==> src/rtl/spi_cst_pkg.sv <==
package spi_cst_pkg;

  typedef enum logic [2:0] {
    ST_IDLE,
    ST_SETUP,
    ST_ACTIVE,
    ST_HOLD,
    ST_GAP
  } cs_state_e;

  // pin level for a given active flag and polarity (1 = active-high)
  function automatic logic cs_level(input logic act, input logic high_act);
    return high_act ? act : ~act;
  endfunction

endpackage

==> src/rtl/spi_tick_down.sv <==
module spi_tick_down #(
  parameter int W = 8
) (
  input  logic         clk,
  input  logic         rst,
  input  logic         ld,
  input  logic [W-1:0] ld_val,
  input  logic         dec,
  output logic         is_zero
);

  logic [W-1:0] cnt_q;

  always_ff @(posedge clk) begin
    if (rst)                       cnt_q <= '0;
    else if (ld)                   cnt_q <= ld_val;
    else if (dec && cnt_q != '0)   cnt_q <= cnt_q - W'(1);
  end

  assign is_zero = (cnt_q == '0);

endmodule

==> src/rtl/spi_cs_seq.sv <==
module spi_cs_seq
  import spi_cst_pkg::*;
#(
  parameter int DUR_W   = 8,
  parameter int RST_DUR = 2
) (
  input  logic             clk,
  input  logic             rst,
  input  logic             tick,
  input  logic             req,
  input  logic [DUR_W-1:0] cfg_dur,
  input  logic             cfg_high,
  input  logic             cfg_chain,
  output logic             cs_o,
  output logic             go,
  output logic             start
);

  cs_state_e        st_q, st_n;
  logic             act_q, act_n;
  logic             pol_q, pol_n;
  logic             go_q, go_n;
  logic             chain_q, chain_n;
  logic [DUR_W-1:0] dur_q, dur_n;
  logic             cs_q;

  logic             cnt_ld, cnt_dec, cnt_zero;
  logic [DUR_W-1:0] cnt_val;
  logic             expire;

  spi_tick_down #(.W(DUR_W)) u_cnt (
    .clk     (clk),
    .rst     (rst),
    .ld      (cnt_ld),
    .ld_val  (cnt_val),
    .dec     (cnt_dec),
    .is_zero (cnt_zero)
  );

  assign expire = tick && cnt_zero;

  always_comb begin
    st_n    = st_q;
    act_n   = act_q;
    pol_n   = pol_q;
    go_n    = go_q;
    chain_n = chain_q;
    dur_n   = dur_q;
    cnt_ld  = 1'b0;
    cnt_val = dur_q;
    cnt_dec = 1'b0;
    start   = 1'b0;
    unique case (st_q)
      ST_IDLE: begin
        pol_n = cfg_high;
        if (req) begin
          start   = 1'b1;
          act_n   = 1'b1;
          dur_n   = cfg_dur;
          chain_n = cfg_chain;
          cnt_ld  = 1'b1;
          cnt_val = cfg_dur;
          st_n    = ST_SETUP;
        end
      end
      ST_SETUP: begin
        if (expire) begin
          go_n = 1'b1;
          st_n = ST_ACTIVE;
        end else begin
          cnt_dec = tick;
        end
      end
      ST_ACTIVE: begin
        if (!req) begin
          go_n    = 1'b0;
          cnt_ld  = 1'b1;
          cnt_val = dur_q;
          st_n    = ST_HOLD;
        end
      end
      ST_HOLD: begin
        if (expire) begin
          act_n = 1'b0;
          if (chain_q) begin
            cnt_ld  = 1'b1;
            cnt_val = dur_q;
            st_n    = ST_GAP;
          end else begin
            st_n = ST_IDLE;
          end
        end else begin
          cnt_dec = tick;
        end
      end
      ST_GAP: begin
        if (expire) begin
          if (req) begin
            start   = 1'b1;
            act_n   = 1'b1;
            dur_n   = cfg_dur;
            chain_n = cfg_chain;
            cnt_ld  = 1'b1;
            cnt_val = cfg_dur;
            st_n    = ST_SETUP;
          end else begin
            st_n = ST_IDLE;
          end
        end else begin
          cnt_dec = tick;
        end
      end
      default: st_n = ST_IDLE;
    endcase
  end

  always_ff @(posedge clk) begin
    if (rst) begin
      st_q    <= ST_IDLE;
      act_q   <= 1'b0;
      pol_q   <= 1'b0;
      go_q    <= 1'b0;
      chain_q <= 1'b0;
      dur_q   <= DUR_W'(RST_DUR);
      cs_q    <= cs_level(1'b0, 1'b0);
    end else begin
      st_q    <= st_n;
      act_q   <= act_n;
      pol_q   <= pol_n;
      go_q    <= go_n;
      chain_q <= chain_n;
      dur_q   <= dur_n;
      cs_q    <= cs_level(act_n, pol_n);
    end
  end

  assign cs_o = cs_q;
  assign go   = go_q;

endmodule

==> src/rtl/spi_miso_tap.sv <==
module spi_miso_tap #(
  parameter int DLY_W   = 3,
  parameter int RST_DLY = 2
) (
  input  logic             clk,
  input  logic             rst,
  input  logic             tick,
  input  logic             start,
  input  logic [DLY_W-1:0] cfg_dly,
  input  logic             cfg_cpha,
  input  logic             sck_lead,
  input  logic             sck_trail,
  input  logic             miso,
  output logic             rx_bit,
  output logic             rx_valid
);

  localparam int DEPTH  = 1 << DLY_W;
  localparam int STAGES = DEPTH - 1;

  logic [DLY_W-1:0]  dly_q;
  logic              cpha_q;
  logic              samp_edge;
  logic [STAGES-1:0] pend_q;
  logic [STAGES-1:0] feed;
  logic              hit;
  logic              bit_q, vld_q;

  assign samp_edge = cpha_q ? sck_trail : sck_lead;

  for (genvar g = 0; g < STAGES; g++) begin : g_stage
    if (g == 0) begin : g_head
      assign feed[g] = samp_edge;
    end else begin : g_body
      assign feed[g] = pend_q[g-1];
    end
  end

  always_comb begin
    if (dly_q == '0) hit = samp_edge;
    else             hit = pend_q[dly_q - DLY_W'(1)];
  end

  always_ff @(posedge clk) begin
    if (rst) begin
      dly_q  <= DLY_W'(RST_DLY);
      cpha_q <= 1'b0;
      pend_q <= '0;
      bit_q  <= 1'b0;
      vld_q  <= 1'b0;
    end else begin
      if (start) begin
        dly_q  <= cfg_dly;
        cpha_q <= cfg_cpha;
      end
      if (tick) pend_q <= feed;
      vld_q <= tick && hit;
      if (tick && hit) bit_q <= miso;
    end
  end

  assign rx_bit   = bit_q;
  assign rx_valid = vld_q;

endmodule

==> src/rtl/spi_cs_timing.sv <==
module spi_cs_timing #(
  parameter int DUR_W   = 8,
  parameter int DLY_W   = 3,
  parameter int RST_DUR = 2,
  parameter int RST_DLY = 2
) (
  input  logic             clk,
  input  logic             rst,
  input  logic             tick,
  input  logic [DUR_W-1:0] cfg_cs_dur,
  input  logic             cfg_cs_high,
  input  logic             cfg_chain,
  input  logic [DLY_W-1:0] cfg_rx_dly,
  input  logic             cfg_cpha,
  input  logic             txn_req,
  input  logic             sck_lead,
  input  logic             sck_trail,
  input  logic             miso,
  output logic             cs_o,
  output logic             txn_go,
  output logic             rx_bit,
  output logic             rx_valid
);

  logic txn_start;

  spi_cs_seq #(.DUR_W(DUR_W), .RST_DUR(RST_DUR)) u_seq (
    .clk       (clk),
    .rst       (rst),
    .tick      (tick),
    .req       (txn_req),
    .cfg_dur   (cfg_cs_dur),
    .cfg_high  (cfg_cs_high),
    .cfg_chain (cfg_chain),
    .cs_o      (cs_o),
    .go        (txn_go),
    .start     (txn_start)
  );

  spi_miso_tap #(.DLY_W(DLY_W), .RST_DLY(RST_DLY)) u_tap (
    .clk       (clk),
    .rst       (rst),
    .tick      (tick),
    .start     (txn_start),
    .cfg_dly   (cfg_rx_dly),
    .cfg_cpha  (cfg_cpha),
    .sck_lead  (sck_lead),
    .sck_trail (sck_trail),
    .miso      (miso),
    .rx_bit    (rx_bit),
    .rx_valid  (rx_valid)
  );

endmodule

==> config.mk <==
export PLATFORM = sky130hd
export DESIGN_NAME = spi_cs_timing
export DESIGN_NICKNAME = d
export VERILOG_FILES = /design/src/rtl/spi_cst_pkg.sv /design/src/rtl/spi_tick_down.sv /design/src/rtl/spi_cs_seq.sv /design/src/rtl/spi_miso_tap.sv /design/src/rtl/spi_cs_timing.sv
export SDC_FILE = /design/constraint.sdc
export NUM_CORES = 1
export LEC_CHECK = 0
export ABC_AREA = 1
export BUFFER_PORTS_ARGS = -buffer_cell sky130_fd_sc_hd__buf_2
export CORE_UTILIZATION = 49
export DETAILED_ROUTE_END_ITERATION = 6
export PLACE_DENSITY = 0.74
export SETUP_SLACK_MARGIN = 0.2
export SLEW_MARGIN = 25
export SYNTH_ARGS = -nofsm -noshare
export SYNTH_HDL_FRONTEND = slang
export SYNTH_SLANG_ARGS = --single-unit
==> constraint.sdc <==
create_clock -name clk -period 1.4 [get_ports clk]
set_input_delay 0.14 -clock clk [delete_from_list [all_inputs] [get_ports clk]]
set_output_delay 0.14 -clock clk [all_outputs]
set_load 0.02 [all_outputs]
==> results.md, run 1 <==
- Status: complete, but fails checks
- Failing checks: setup timing
- Avg Inst Size Synth: 6.76 sq um
- TritonCTS clock tree: done
- Hold path startpoint: cfg_rx_dly[1]
- Cell Chain, Critical Path: inv_2 > ha_4 > nand2_4 > nor2_4 > nand3_4 > a21oi_4 > nor2_4 > buf_6 > nand2_2 > nand2_1
- # DRC: 0
- CP Capture Type: flop
- CTS buffer count: 5
- Die ar.: 0.00431 sq mm
- Final antenna-violating net count: 0
- Syn Inst Count: 294
- Sequential share of the synthesized area: 0.373
- Setup TNS: -1.71 ns
- Die Wd: 65.7 um
- Final Hold Fails: 0
- Worst setup SP type: flop
- Clock slew at reported path FFs: 0.07 ns
- Post-Syn Area: 0.00199 sq mm
- GRT Util Overall: 0.271
- Maxcap violations: 0
- Reg area: 753 sq um
- Crit path max fanout: 8
- Syn_nets: 318
- Clock Latency Late Sink: 0.29 ns
- Post-DP HPWL: 3.52 mm
- Crit-path most repeated cell: nor2_4
- Vias: 2147
- Leakage power figure: 1.42 nW
- Port bufs: 24
- Worst-margin pin slew: 0.278 ns
- Top Family by Delay on Critical Path: simple AND/OR/NAND/NOR gates
- Hold Path End: u_tap.dly_q[1]$_SDFFE_PP1P_
- WL final: 5.64 mm
- Setup slack, reg-to-reg: -0.14 ns
- Row Count: 22
- GP Congestion: 0.924
- Final Cell Area: 0.00287 sq mm
- Peak Freq: 0.651 GHz
- Setup WS pre-CTS: -0.139 ns
- Diode count: 0
- Final Cycle Share: 1.10
- H-Tree Level Count: 2
- Yosys cell types: 31
- Core Region: 0.00377 sq mm
- Worst hold path type: in -> reg
- DRT Pass-1 Iters: 5
- RR Endpoint: u_seq.u_cnt.cnt_q[0]$_SDFFE_PP0P_
- Final setup viols: 24
- Clock root buffer: clkbuf_8
- Total gr overflow: 0
- CTS Hold Bufs: 0
- Ys Warns: 0
- Multi-input gate area: 0.00129 sq mm
- Synth-to-layout area growth: 44.6%
- Chip height: 65.7 um
- Pwr per Cell Area: 2020 mW/mm^2
- Nets@finish: 387
- Slew Viols, Final: 0
- FILL cells: 258
- Crit Path Class: reg -> reg
- Max Clock Skew: 0.00193 ns
- Max-Slew Margin vs Limit: 0.814
- Initial antenna violation count: 0
- Routed length per instance: 13.7 um
- Via density: 5.21
- Post-layout min period: 1.54 ns
- Worst path max stage delay: 0.33 ns
- Post-Place Cell Area: 0.00244 sq mm
- CTS max path bufs: 2
- Worst R2R Start: u_seq.u_cnt.cnt_q[0]$_SDFFE_PP0P_
- Ports: 25
- Worst Hold Path Cells: 3
- Slowest stage cell on the critical path: dfxtp_2
- Initial Util: 0.527
- Maximum vdd drop: 1.07 mV
- Fraction of layout cells with a size suffix above 1: 0.420
- Largest net degree at the start of global routing: 29
- Clock Sinks: 37
- FF+latch count, synth: 37
- Worst path buffer plus inverter count: 2
- Crit path DAT: 1.72 ns
- Iter 0 DRT Violations: 143
- Reg2Reg Depth: 10
- Worst Setup Slack, final: -0.136 ns
- Vias in the first global route: 2033
- Global-route wire length before repair: 8.80 mm
- RSZ-0062 raised after global routing: yes
- Critical path required time: 1.59 ns
- CP Depth: 10
==> synth_stat cells <==
library cell	n	area [sq um]
a21oi_1	10	50.1
a21oi_4	1	16.3
and3_1	2	12.5
buf_2	1	5.00
buf_6	1	11.3
clkbuf_1	4	15.0
dfxtp_1	37	741
ha_1	3	37.5
inv_1	46	173
inv_2	4	15.0
mux2_2	1	11.3
mux2i_1	1	10.0
nand2_1	65	244
nand2_2	2	12.5
nand2_4	2	22.5
nand2b_1	1	6.26
nand3_1	26	130
nand3_2	1	10.0
nand3_4	1	17.5
nand3b_1	5	37.5
nand4_1	8	50.1
nor2_1	34	128
nor2_2	4	25.0
nor2_4	3	33.8
nor3_1	3	15.0
o211ai_1	2	15.0
o21ai_0	19	95.1
o21ai_1	3	15.0
o21ai_2	2	17.5
or2_2	1	6.26
xor2_1	1	8.76
==> report_power, final <==
group	total (mW)	leakage, nW	internal (mW)	switching, mW
logic	3.49	1.07	1.53	1.96
registers	1.58	0.307	1.37	0.215
clock network	0.730	0.0450	0.345	0.385
total	5.80	1.42	3.24	2.56
==> final cells by class <==
type                            instances  share of cell area
Inverter                               50              0.0705
Clock buffer                            6              0.0253
Clock inverter                          2             0.00348
Timing Repair Buffer                   67               0.170
Multi-Input combinational cell        202               0.448
Tap cell                               48              0.0209
Sequential cell                        37               0.262
==> worst max-delay path by stage <==
stage,start,endpoint
after floorplan,u_seq.u_cnt.cnt_q[1]$_SDFFE_PP0P_,u_seq.chain_q$_SDFFE_PP0P_
after global placement,u_seq.u_cnt.cnt_q[1]$_SDFFE_PP0P_,u_seq.u_cnt.cnt_q[2]$_SDFFE_PP0P_
after detailed placement,u_seq.u_cnt.cnt_q[0]$_SDFFE_PP0P_,u_seq.u_cnt.cnt_q[2]$_SDFFE_PP0P_
after CTS,u_seq.u_cnt.cnt_q[0]$_SDFFE_PP0P_,u_seq.u_cnt.cnt_q[4]$_SDFFE_PP0P_
after global routing,u_seq.u_cnt.cnt_q[1]$_SDFFE_PP0P_,u_seq.u_cnt.cnt_q[6]$_SDFFE_PP0P_
final,u_seq.u_cnt.cnt_q[0]$_SDFFE_PP0P_,u_seq.u_cnt.cnt_q[0]$_SDFFE_PP0P_
==> layer usage <==
metal  routed length (um)  GRT usage  part of all wire  vias up
met5                    0          0                 0        -
met4                  114      0.106             0.020        0
met3                  276     0.0677             0.049       13
met2                 2830      0.459              0.50       74
met1                 2410      0.323              0.43      987
li1                     -          -                 -     1073
==> sequential cells by signal, summed over array words and instances, names as in the netlist, 3 cells and up <==
register and cells:
u_seq.dur_q 8, u_seq.st_q 3, u_seq.u_cnt.cnt_q 8, u_tap.dly_q 3, u_tap.pend_q 7
==> stage by stage <==
step | instances | util | hold WS (ns) | power [mW]
floorplan | 294 | - | 0.270 | 3.33
global placement | 392 | 0.648 | 0.355 | 4.21
detailed placement | 392 | 0.648 | 0.365 | 4.26
CTS | 405 | 0.710 | 0.0602 | 5.27
global route | 412 | 0.762 | 0.0848 | 6.21
finish | 412 | 0.762 | 0.0631 | 5.80
==> timing repair <==
| item | in CTS | in global routing |
|---|---|---|
| endpoints found under the setup margin | 29 | 30 |
| resized for setup | 29 | 41 |
| gates cloned | 1 | 0 |
| buffers inserted | 4 | 7 |
| pin swaps | 19 | 10 |
==> layout by cell type (no fill, tap or decap), types with 2 or more instances in the layout <==
cell / n
nand3_1: 13
nor2_2: 5
inv_1: 36
o211ai_1: 2
o21ai_1: 5
o21ai_0: 14
ha_4: 3
nand2_1: 53
inv_4: 4
buf_6: 2
dfxtp_2: 4
nor2_4: 6
dfxtp_1: 31
nand4_1: 8
a21oi_1: 9
clkinv_2: 2
and3_1: 2
nand2_8: 3
buf_2: 24
nand3_4: 2
nor3_2: 2
dfxtp_4: 2
nand2_4: 2
o21ai_2: 5
inv_2: 9
nand3b_1: 5
buf_4: 38
nor2_1: 30
buf_12: 3
nand2_2: 12
nand3_2: 13
clkbuf_8: 5
==> logic make-up (layout without fill, tap and decap cells) <==
| family | after synthesis | count (layout) | share of synthesized area |
|---|---|---|---|
| simple gates | 158 | 159 | 0.378 |
| fa+ha+maj | 3 | 3 | 0.0189 |
| xor+xnor | 1 | 1 | 0.00441 |
| buf+inv | 56 | 125 | 0.110 |
| compound gates | 37 | 37 | 0.105 |
| flops | 37 | 37 | 0.373 |
| mux | 2 | 2 | 0.0107 |
==> worst reg2reg max path, stage by stage, from the launching register on <==
cell and delay, ns:
dfxtp_2 0.33, inv_2 0.07, ha_4 0.15, nand2_4 0.05, nor2_4 0.11, nand3_4 0.14, a21oi_4 0.25, nor2_4 0.10
buf_6 0.13, nand2_2 0.06, nand2_1 0.05
Power figures use the tool's default switching activity.
==> run 2, diff against run 1 <==
--- a/config.mk
+++ b/config.mk
@@ -15,3 +15,4 @@
 export SYNTH_ARGS = -nofsm -noshare
 export SYNTH_HDL_FRONTEND = slang
 export SYNTH_SLANG_ARGS = --single-unit
+export TNS_END_PERCENT = 20
==> constraint.sdc (replaced) <==
create_clock -name clk -period 1.4 [get_ports clk]
set_input_delay 0.14 -clock clk [delete_from_list [all_inputs] [get_ports clk]]
set_output_delay 0.14 -clock clk [all_outputs]
set_load 0.01 [all_outputs]
==> run 2 against run 1 <==
- power down 8.3%
- global-route usage decreased by 3.0 points
- wire length shrank 15%
- clock-buffer cell count down 1
- first-iteration DRC count shrank 3.5%
- largest cell class unchanged
- design area is 7.4% lower
- critical endpoint unchanged
- largest power group unchanged
- critical path depth unchanged
- combinational power decreased by 13%
- the run still ends with setup timing left
- critical path type unchanged
==> results.md, run 2 (same netlist as run 1, synthesis figures left out) <==
- Routed length per instance: 12.0 um (was 13.7 um)
- Vias in the first global route: 1845 (was 2033)
- Slowest stage cell on the critical path: dfxtp_2 (unchanged)
- Global-route wire length before repair: 7.84 mm (was 8.80 mm)
- Chip height: 65.7 um (unchanged)
- Top Family by Delay on Critical Path: simple AND/OR/NAND/NOR gates (unchanged)
- Pwr per Cell Area: 2000 mW/mm^2 (was 2020 mW/mm^2)
- Setup slack, reg-to-reg: -0.15 ns (was -0.14 ns)
- Post-Route Utilization: 0.706 (was 0.762)
- Die Wd: 65.7 um (unchanged)
- Worst path buffer plus inverter count: 2 (unchanged)
- Maximum vdd drop: 1.35 mV (was 1.07 mV)
- Critical path required time: 1.58 ns (was 1.59 ns)
- Commonest non-fill, non-tap cell in the layout: nand2_1 (unchanged)
- Clock Sinks: 37 (unchanged)
- Initial Util: 0.527 (unchanged)
- Max-Slew Margin vs Limit: 0.822 (was 0.814)
- Clock power frac: 0.138 (was 0.126)
- TritonCTS clock tree: done (unchanged)
- Failing checks: setup timing (unchanged)
- Leakage power figure: 1.35 nW (was 1.42 nW)
- DP Cell Count: 388 (was 392)
- Final Cell Area: 0.00266 sq mm (was 0.00287 sq mm)
- Net Switching: 2.33 mW (was 2.56 mW)
- Part of the power in registers: 0.290 (was 0.273)
- Crit Path Class: reg -> reg (unchanged)
- Synth-to-layout area growth: 33.9% (was 44.6%)
- WL final: 4.81 mm (was 5.64 mm)
- Fin cells: 401 (was 412)
- Row Count: 22 (unchanged)
- Core Region: 0.00377 sq mm (unchanged)
- Nets@finish: 376 (was 387)
- Worst setup SP type: flop (unchanged)
- Crit path DAT: 1.73 ns (was 1.72 ns)
- Post-layout min period: 1.55 ns (was 1.54 ns)
- Commonest non-fill, non-tap cells in the layout: 58 x nand2_1, 42 x inv_1, 33 x dfxtp_1 (was 53 x nand2_1, 38 x buf_4, 36 x inv_1)
- CTS buffer count: 5 (unchanged)
- Post-Place Cell Area: 0.00236 sq mm (was 0.00244 sq mm)
- Ports: 25 (unchanged)
- Largest net degree at the start of global routing: 19 (was 29)
- # DRC: 0 (unchanged)
- Diode count: 0 (unchanged)
- GRT Util Overall: 0.240 (was 0.271)
- RSZ-0062 raised after global routing: yes (unchanged)
- H-Tree Level Count: 2 (unchanged)
- Die ar.: 0.00431 sq mm (unchanged)
- Post-DP HPWL: 3.40 mm (was 3.52 mm)
- Metal2 WL: 2.44 mm (was 2.83 mm)
- Clock Latency Late Sink: 0.29 ns (about the same)
- Crit path max fanout: 6 (was 8)
- Final Cycle Share: 1.10 (about the same)
- Final setup viols: 25 (was 24)
- Via density: 5.00 (was 5.21)
- Slew Viols, Final: 0 (unchanged)
- Final Hold Fails: 0 (unchanged)
- DRT Pass-1 Iters: 4 (was 5)
- Worst-margin pin slew: 0.266 ns (was 0.278 ns)
- Initial antenna violation count: 0 (unchanged)
- Worst Setup Slack, final: -0.145 ns (was -0.136 ns)
- Port bufs: 24 (unchanged)
- CTS Hold Bufs: 0 (unchanged)
- Clock root buffer: clkbuf_8 (unchanged)
- Worst path max stage delay: 0.33 ns (about the same)
- Top sig layer: met4 (unchanged)
- GP Congestion: 0.889 (was 0.924)
- WL met1: 2.15 mm (was 2.41 mm)
- Vias: 2004 (was 2147)
- CTS max path bufs: 2 (unchanged)
- Setup TNS: -1.92 ns (was -1.71 ns)
- Internal power: 2.99 mW (was 3.24 mW)
- Iter 0 DRT Violations: 138 (was 143)
- Fraction of layout cells with a size suffix above 1: 0.337 (was 0.420)
- Status: complete, but fails checks (unchanged)
- Cell Chain, Critical Path: inv_2 > ha_4 > nand2_4 > nor2_4 > nand3_4 > nand2_8 > buf_6 > nand3b_1 > nand4_1 > nand2_1 (was inv_2 > ha_4 > nand2_4 > nor2_4 > nand3_4 > a21oi_4 > nor2_4 > buf_6 > nand2_2 > nand2_1)
- Top Registers: u_seq.dur_q: 8 flops, u_seq.u_cnt.cnt_q: 8 flops, u_tap.pend_q: 7 flops (unchanged)
- Combinational group share of total power: 0.572 (was 0.602)
- Peak Freq: 0.647 GHz (was 0.651 GHz)
- Worst hold path type: in -> reg (unchanged)
- Met3 wire length: 160 um (was 276 um)
- CP Capture Type: flop (unchanged)
- Sw frac: 0.437 (was 0.441)
- Max Clock Skew: 0.00353 ns (was 0.00193 ns)
- Clock slew at reported path FFs: 0.08 ns (was 0.07 ns)
- Maxcap violations: 0 (unchanged)
- Total gr overflow: 0 (unchanged)
- Final antenna-violating net count: 0 (unchanged)
[run 2: changes by cell type in the layout (fill, tap and decap cells not counted), sizes merged]
| cell | previous run | this run |
|---|---|---|
| clkbuf | 6 | 5 |
| buf | 67 | 56 |
| clkinvlp | 0 | 1 |
[run 2: layout make-up]
type | count | area (sq um)
Timing Repair Buffer | 56 | 372
Fill cell | 293 | 1110
Sequential cell | 37 | 746
Tap cell | 48 | 60.1
Inverter | 50 | 188
Clock inverter | 3 | 17.5
Clock buffer | 5 | 68.8
Multi-Input combinational cell | 202 | 1210
[run 2: stage by stage]
| step | hold WS, ns | setup slack (ns) | total power [mW] |
|---|---|---|---|
| final | 0.0729 | -0.145 | 5.32 |
| after global routing | 0.0823 | -0.231 | 5.77 |
| after CTS | 0.0718 | -0.0854 | 4.99 |
| after detailed placement | 0.375 | -0.117 | 4.09 |
| after global placement | 0.362 | -0.0825 | 4.05 |
| after floorplan | 0.270 | -0.0360 | 3.26 |
[run 2: worst paths after layout]
check,start,to,cells after the start
worst max-delay path,u_seq.u_cnt.cnt_q[1]$_SDFFE_PP0P_,u_seq.u_cnt.cnt_q[0]$_SDFFE_PP0P_,10
worst min-delay path,cfg_rx_dly[1],u_tap.dly_q[1]$_SDFFE_PP1P_,3
worst max register to register,u_seq.u_cnt.cnt_q[1]$_SDFFE_PP0P_,u_seq.u_cnt.cnt_q[0]$_SDFFE_PP0P_,10
worst min register to register,u_seq.chain_q$_SDFFE_PP0P_,u_seq.chain_q$_SDFFE_PP0P_,2
[run 2: timing repair]
| action | 4_1_cts | 5_1_grt |
|---|---|---|
| gates cloned | 0 | 1 |
| endpoints found under the setup margin | 29 | 30 |
| resized for setup | 20 | 23 |
| pin swaps | 16 | 12 |
| setup buffers | 1 | 3 |
[run 2: power by group through the flow]
| stage | registers (mW) | logic, mW | clock network, mW |
|---|---|---|---|
| 3_5_place_dp | 1.54 | 2.56 | 0 |
| 4_1_cts | 1.52 | 2.73 | 0.741 |
| 3_3_place_gp | 1.53 | 2.52 | 0 |
| 5_1_grt | 1.58 | 3.39 | 0.805 |
| 6_report | 1.54 | 3.04 | 0.734 |
| 2_1_floorplan | 1.54 | 1.73 | 0 |
[run 2: metal layers]
| metal | vias up | GRT usage |
|---|---|---|
| li1 | 1051 | - |
| met3 | 7 | 0.0469 |
| met1 | 916 | 0.295 |
| met2 | 30 | 0.418 |
| met4 | 0 | 0.0734 |
| met5 | - | 0 |
[run 2: tightest hold or removal path: stages]
cell	delay (ns)
buf_2	0.07
nand2_1	0.05
o211ai_1	0.07
